[src/rtl/led_mod_pkg.sv]
package led_mod_pkg;

    typedef enum logic [1:0] {
        SRC_DIV  = 2'd0,
        SRC_TMR  = 2'd1,
        SRC_HS   = 2'd2,
        SRC_HOLD = 2'd3
    } src_e;

    // 6-bit per-pin rate field: [5:4] source, [3:2] timer rate, [1:0] divided rate
    typedef struct packed {
        src_e       src;
        logic [1:0] tmr_rate;
        logic [1:0] div_rate;
    } rate_fld_t;

    localparam int FLD_W = $bits(rate_fld_t);

    typedef enum logic {
        PH_ON  = 1'b0,
        PH_OFF = 1'b1
    } phase_e;

    function automatic int unsigned max4(input int unsigned a, input int unsigned b,
                                         input int unsigned c, input int unsigned d);
        int unsigned m;
        m = a;
        if (b > m) m = b;
        if (c > m) m = c;
        if (d > m) m = d;
        return m;
    endfunction

endpackage

[src/rtl/led_rate_gen.sv]
module led_rate_gen
    import led_mod_pkg::*;
#(
    parameter int unsigned RATIO_0 = 4000,
    parameter int unsigned RATIO_1 = 2000,
    parameter int unsigned RATIO_2 = 1000,
    parameter int unsigned RATIO_3 = 800,
    parameter int unsigned N_RATE  = 4
) (
    input  logic              clk,
    input  logic              rst_n,
    input  logic              div_tick,
    input  logic              tmr_tick,
    output logic [N_RATE-1:0] div_stb,
    output logic [N_RATE-1:0] tmr_stb
);

    localparam int unsigned HMAX = max4(RATIO_0, RATIO_1, RATIO_2, RATIO_3) / 2;
    localparam int unsigned CW   = $clog2(HMAX + 1);

    for (genvar g = 0; g < 2; g++) begin : g_src
        logic src_tick;
        logic [N_RATE-1:0] stb;
        assign src_tick = (g == 0) ? div_tick : tmr_tick;

        for (genvar r = 0; r < N_RATE; r++) begin : g_rate
            localparam int unsigned HALF = ((r == 0) ? RATIO_0 :
                                            (r == 1) ? RATIO_1 :
                                            (r == 2) ? RATIO_2 : RATIO_3) / 2;
            logic [CW-1:0] cnt;
            logic          wrap;
            assign wrap   = (cnt == CW'(HALF - 1));
            assign stb[r] = src_tick && wrap;

            always_ff @(posedge clk or negedge rst_n) begin
                if (!rst_n) begin
                    cnt <= '0;
                end else if (src_tick) begin
                    cnt <= wrap ? '0 : cnt + 1'b1;
                end
            end
        end
    end

    assign div_stb = g_src[0].stb;
    assign tmr_stb = g_src[1].stb;

endmodule

[src/rtl/led_pin_cell.sv]
module led_pin_cell
    import led_mod_pkg::*;
#(
    parameter int unsigned N_RATE = 4,
    parameter int unsigned DUTY_W = 8
) (
    input  logic              clk,
    input  logic              rst_n,
    input  rate_fld_t         fld,
    input  logic [N_RATE-1:0] div_stb,
    input  logic [N_RATE-1:0] tmr_stb,
    input  logic              hs_stb,
    input  logic              blink_en,
    input  logic              direct_en,
    input  logic              hw_val,
    input  logic [DUTY_W-1:0] duty,
    input  logic [DUTY_W-1:0] pwm_cnt,
    output logic              pin_out
);

    localparam logic [DUTY_W-1:0] DUTY_FULL = '1;

    phase_e state, nxt;
    logic   stb;
    logic   pwm_hit;

    always_comb begin
        unique case (fld.src)
            SRC_DIV:  stb = div_stb[fld.div_rate];
            SRC_TMR:  stb = tmr_stb[fld.tmr_rate];
            SRC_HS:   stb = hs_stb;
            SRC_HOLD: stb = 1'b0;
            default:  stb = 1'b0;
        endcase
    end

    // CLEAR has priority over TOGGLE
    always_comb begin
        nxt = state;
        if (!blink_en) begin
            nxt = PH_ON;
        end else if (stb) begin
            unique case (state)
                PH_ON:   nxt = PH_OFF;
                PH_OFF:  nxt = PH_ON;
                default: nxt = PH_ON;
            endcase
        end
    end

    always_ff @(posedge clk or negedge rst_n) begin
        if (!rst_n) state <= PH_ON;
        else        state <= nxt;
    end

    assign pwm_hit = (duty == DUTY_FULL) || (pwm_cnt < duty);

    always_ff @(posedge clk or negedge rst_n) begin
        if (!rst_n) begin
            pin_out <= 1'b0;
        end else if (direct_en) begin
            pin_out <= hw_val;
        end else if (blink_en && (state == PH_OFF)) begin
            pin_out <= 1'b0;
        end else begin
            pin_out <= pwm_hit;
        end
    end

endmodule

[src/rtl/led_blink_dim.sv]
module led_blink_dim
    import led_mod_pkg::*;
#(
    parameter int unsigned NPIN        = 32,
    parameter int unsigned REG_W       = 32,
    parameter int unsigned DUTY_W      = 8,
    parameter int unsigned N_RATE      = 4,
    parameter int unsigned GRP_A_FIRST = 24,
    parameter int unsigned GRP_B_FIRST = 29,
    parameter int unsigned RATIO_0     = 4000,
    parameter int unsigned RATIO_1     = 2000,
    parameter int unsigned RATIO_2     = 1000,
    parameter int unsigned RATIO_3     = 800
) (
    input  logic                     clk,
    input  logic                     rst_n,
    input  logic                     div_tick,
    input  logic                     tmr_tick,
    input  logic [NPIN*DUTY_W-1:0]   duty_flat,
    input  logic [NPIN-1:0]          blink_en,
    input  logic [NPIN-1:0]          direct_en,
    input  logic [NPIN-1:0]          hw_val,
    input  logic [REG_W-1:0]         rate_a,
    input  logic [REG_W-1:0]         rate_b,
    output logic [NPIN-1:0]          pin_out
);

    // the shared lower-pin slot follows the upper pins in rate_b
    localparam int unsigned SHARED_LO = (NPIN - GRP_B_FIRST) * FLD_W;

    logic [N_RATE-1:0] div_stb;
    logic [N_RATE-1:0] tmr_stb;
    logic [DUTY_W-1:0] pwm_cnt;

    led_rate_gen #(
        .RATIO_0 (RATIO_0),
        .RATIO_1 (RATIO_1),
        .RATIO_2 (RATIO_2),
        .RATIO_3 (RATIO_3),
        .N_RATE  (N_RATE)
    ) u_rate (
        .clk      (clk),
        .rst_n    (rst_n),
        .div_tick (div_tick),
        .tmr_tick (tmr_tick),
        .div_stb  (div_stb),
        .tmr_stb  (tmr_stb)
    );

    always_ff @(posedge clk or negedge rst_n) begin
        if (!rst_n) pwm_cnt <= '0;
        else        pwm_cnt <= pwm_cnt + 1'b1;
    end

    for (genvar p = 0; p < NPIN; p++) begin : g_pin
        rate_fld_t fld;

        if (p >= GRP_B_FIRST) begin : g_hi_b
            assign fld = rate_fld_t'(rate_b[(p - GRP_B_FIRST) * FLD_W +: FLD_W]);
        end else if (p >= GRP_A_FIRST) begin : g_hi_a
            assign fld = rate_fld_t'(rate_a[(p - GRP_A_FIRST) * FLD_W +: FLD_W]);
        end else begin : g_lo
            assign fld = rate_fld_t'(rate_b[SHARED_LO +: FLD_W]);
        end

        led_pin_cell #(
            .N_RATE (N_RATE),
            .DUTY_W (DUTY_W)
        ) u_cell (
            .clk       (clk),
            .rst_n     (rst_n),
            .fld       (fld),
            .div_stb   (div_stb),
            .tmr_stb   (tmr_stb),
            .hs_stb    (tmr_tick),
            .blink_en  (blink_en[p]),
            .direct_en (direct_en[p]),
            .hw_val    (hw_val[p]),
            .duty      (duty_flat[p*DUTY_W +: DUTY_W]),
            .pwm_cnt   (pwm_cnt),
            .pin_out   (pin_out[p])
        );
    end

endmodule

[config.mk]
export PLATFORM = sky130hd
export DESIGN_NAME = led_blink_dim
export DESIGN_NICKNAME = d
export VERILOG_FILES = /design/src/rtl/led_mod_pkg.sv /design/src/rtl/led_rate_gen.sv /design/src/rtl/led_pin_cell.sv /design/src/rtl/led_blink_dim.sv
export SDC_FILE = /design/constraint.sdc
export NUM_CORES = 1
export LEC_CHECK = 0
export ABC_CLOCK_PERIOD_IN_PS = 4150
export BUFFER_PORTS_ARGS = -buffer_cell sky130_fd_sc_hd__buf_4
export CORE_MARGIN = 2
export CORE_UTILIZATION = 45
export DETAILED_ROUTE_END_ITERATION = 7
export PLACE_DENSITY = 0.82
export SLEW_MARGIN = 25
export SYNTH_ARGS = -nofsm -noshare
export SYNTH_HDL_FRONTEND = slang
export SYNTH_SLANG_ARGS = --single-unit
[constraint.sdc]
create_clock -name clk -period 4.15 [get_ports clk]
set_clock_uncertainty 0.05 [all_clocks]
set_input_delay 0.6225 -clock clk [delete_from_list [all_inputs] [get_ports clk]]
set_output_delay 0.6225 -clock clk [all_outputs]
set_load 0.01 [all_outputs]
==> flow_metrics.py <==
metrics = {
    "detailed_routing": {
        "drtAntennaViolNets": 0,
        "drtIter0Drc": 741,
        "totalWireLength_mm": 45.2,
        "wl_per_cell_um": 18.0,
        "drcViolationCount": 0,
        "firstDrtPassIters": 5,
        "viasPerCell": 5.59,
        "vias": 14038,
    },
    "timing": {
        "post-route-period-util": 0.739,
        "finalSetupViolations": 0,
        "tns_ns": 0,
        "tightest_slew_ns": 1.03,
        "fmax_mhz": 326,
        "rsz0062_at_grt": "no",
        "min_period_ns": 3.07,
        "max_slew_margin": 0.312,
        "timing.hold.ws_ns": 0.162,
        "hold_viol": 0,
        "slew_viol_final": 0,
    },
    "yosys": {
        "muxShareOfSynthArea": 0.0276,
        "synth_largest_area_cell": "dfrtp_1",
        "ys.flop_type": "dfrtp_1",
        "synth_compound_area_frac": 0.186,
        "synth_area_leaders": "dfrtp_1, ha_1, inv_1, a21o_1, nand4_1",
        "syn_inst": 1685,
        "async_reset_ff_frac": 1.00,
        "netlist-cell-type-count": 50,
        "ys_seq_area_frac": 0.276,
        "synth-edff-count": 0,
        "synth_top_family_by_area": "adder cells",
        "syn_area_um2": 14500,
        "synth_top_area_share": 0.276,
        "synth_warnings": 0,
        "synth_fa_ha_area_frac": 0.201,
        "ys_seq_elements": 160,
        "synth-simple-area-share": 0.169,
        "synth_area_per_cell_um2": 8.60,
        "synth-xor-area-share": 0.0500,
        "syn_nets": 2338,
    },
    "setup_path": {
        "rr_worst_depth": 9,
        "start_kind": "flip-flop",
        "crit_arrival_ns": 3.34,
        "r2r-start": "u_rate.g_src[0].g_rate[2].cnt[0]",
        "required_ns": 4.42,
        "worst_setup_path_end_kind": "flip-flop",
        "critPathMaxFanout": 27,
        "reg2reg_slack_ns": 1.08,
        "r2r-end": "g_pin[18].u_cell.state",
        "criticalPathCategory": "flip-flop to flip-flop",
    },
    "floorplanning": {
        "start_util": 0.458,
        "die_y_um": 183,
        "floorplan.die_area_um2": 33600,
        "ios": 452,
        "rows": 65,
        "core_area_um2": 31600,
        "die_w_um": 183,
    },
    "power_and_ir_drop": {
        "ir_worst_vdd_mv": 0.273,
        "p_per_area_nw_per_um2": 269,
        "power.leakage_uw": 0.0104,
        "power_uw": 5010,
    },
    "finish": {
        "area_delta_synth_final_pct": 28.8,
        "fin_cells": 2513,
        "layout_commonest_cell": "buf_4",
        "final_cell_mix": "buf_4, inv_1, ha_1",
        "layout.nets": 2749,
        "drive_gt1_frac": 0.247,
        "final_core_util": 0.590,
        "fill_cells": 2711,
    },
    "clock_network": {
        "cts_tree": "built",
        "cts_inserted_buffers": 17,
        "cts.sinks": 160,
        "post_cts_buffers": 0,
        "clk_latency_ns": 0.44,
        "path_clk_slew_ns": 0.07,
        "clock-root-buffer": "clkbuf_16",
        "postCtsResizedCells": 0,
        "cts_hold_buf": 0,
        "clockBufferDepth": 2,
        "htreeDepth": 4,
    },
    "grt": {
        "overflow": 0,
        "antenna_found_initial": 2,
        "grt_pass1_wl_mm": 71.7,
        "grt_use_met1": 0.301,
        "busiest_layer": "met2",
        "use_met2": 0.487,
        "use_met3": 0.0620,
        "grt_usage": 0.268,
        "grt_max_degree": 79,
        "grt_pass1_vias": 14621,
    },
    "place": {
        "io_buffers": 441,
        "dp_cells": 2479,
        "dp_hpwl_mm": 34.9,
        "globalplace.congestion": 0.922,
    },
    "status": {
        "outcome": "finished clean",
    },
    "hold_path": {
        "hold_path.class": "input pin to asynchronous set/reset pin",
    },
    "flow_run": {
        "max_cap_violations": 0,
    },
}
[where the power goes]
part | internal, uW | switching (uW)
registers | 1810 | 252
logic | 695 | 575
clock network | 923 | 760
total | 3420 | 1590
[critical path, stage by stage (launching register included)]
cell and delay (ns):
dfrtp_1 0.39, ha_1 0.25, nor4b_1 0.33, nand4b_1 0.57, mux2i_1 0.34, a311oi_1 0.17
a211oi_4 0.30, buf_12 0.25, xor2_1 0.10, and2_1 0.17
[metrics by stage]
| step | worst slack [ns] | cell area [um2] |
|---|---|---|
| global placement | 1.16 | 18000 |
| global route | 0.949 | 18700 |
| CTS | 1.09 | 18600 |
| detailed placement | 1.14 | 18000 |
| finish | 1.08 | 18700 |
| floorplan | 1.55 | 14500 |
[sequential cells by signal, indices dropped and copies added, names as in the netlist]
signal,cells
pwm_cnt,8
u_rate.g_src.g_rate.cnt,88
g_pin.u_cell.state,32
g_pin.u_cell.pin_out,32
[cell usage after synthesis, drive strengths merged (44+ instances only)]
cell type,instances
a21o,111
ha,233
nand2b,44
nand4,83
nor2,85
inv,245
o21ai,71
nand2,95
a21oi,92
dfrtp,160
nand3,64
xor2,50
[layout make-up]
cell class / instances / area (um2) / area share
tap: 402 / 503 / 0.0270
timing repair buffer: 449 / 3400 / 0.182
multi-input combinational: 1223 / 9200 / 0.493
sequential: 160 / 4010 / 0.215
clock buffer: 17 / 425 / 0.0228
antenna: 2 / 5.00 / 0.000268
clock inverter: 15 / 196 / 0.0105
inverter: 245 / 920 / 0.0493
[cell families after synthesis]
kind of cell / count (synthesis)
AND/OR/NAND/NOR: 462
AO/OA/AOI/OAI: 409
buffers and inverters: 302
adder cells (fa/ha/maj): 233
flip-flops: 160
XOR/XNOR: 81
multiplexers: 38
[how the worst max path moves through the flow]
stage / depth (start not counted) / startpoint / slack [ns] / endpoint
finish: 9 / u_rate.g_src[0].g_rate[2].cnt[0] / 1.08 / g_pin[18].u_cell.state
global route: 9 / u_rate.g_src[0].g_rate[2].cnt[1] / 0.95 / g_pin[12].u_cell.state
CTS: 9 / u_rate.g_src[0].g_rate[2].cnt[0] / 1.09 / g_pin[18].u_cell.state
detailed placement: 9 / div_tick / 1.14 / g_pin[18].u_cell.state
global placement: 9 / div_tick / 1.16 / g_pin[16].u_cell.state
floorplan: 11 / u_rate.g_src[0].g_rate[1].cnt[0] / 1.55 / g_pin[10].u_cell.state
[per-layer routing]
| metal | wire, um | share of wire | vias to the layer above |
|---|---|---|---|
| met4 | 1710 | 0.038 | 2 |
| met2 | 22800 | 0.50 | 475 |
| li1 | - | - | 6783 |
| met1 | 17600 | 0.39 | 6669 |
| met3 | 3030 | 0.067 | 109 |
| met5 | 35 | 0.00078 | - |
Power figures use the tool's default switching activity.
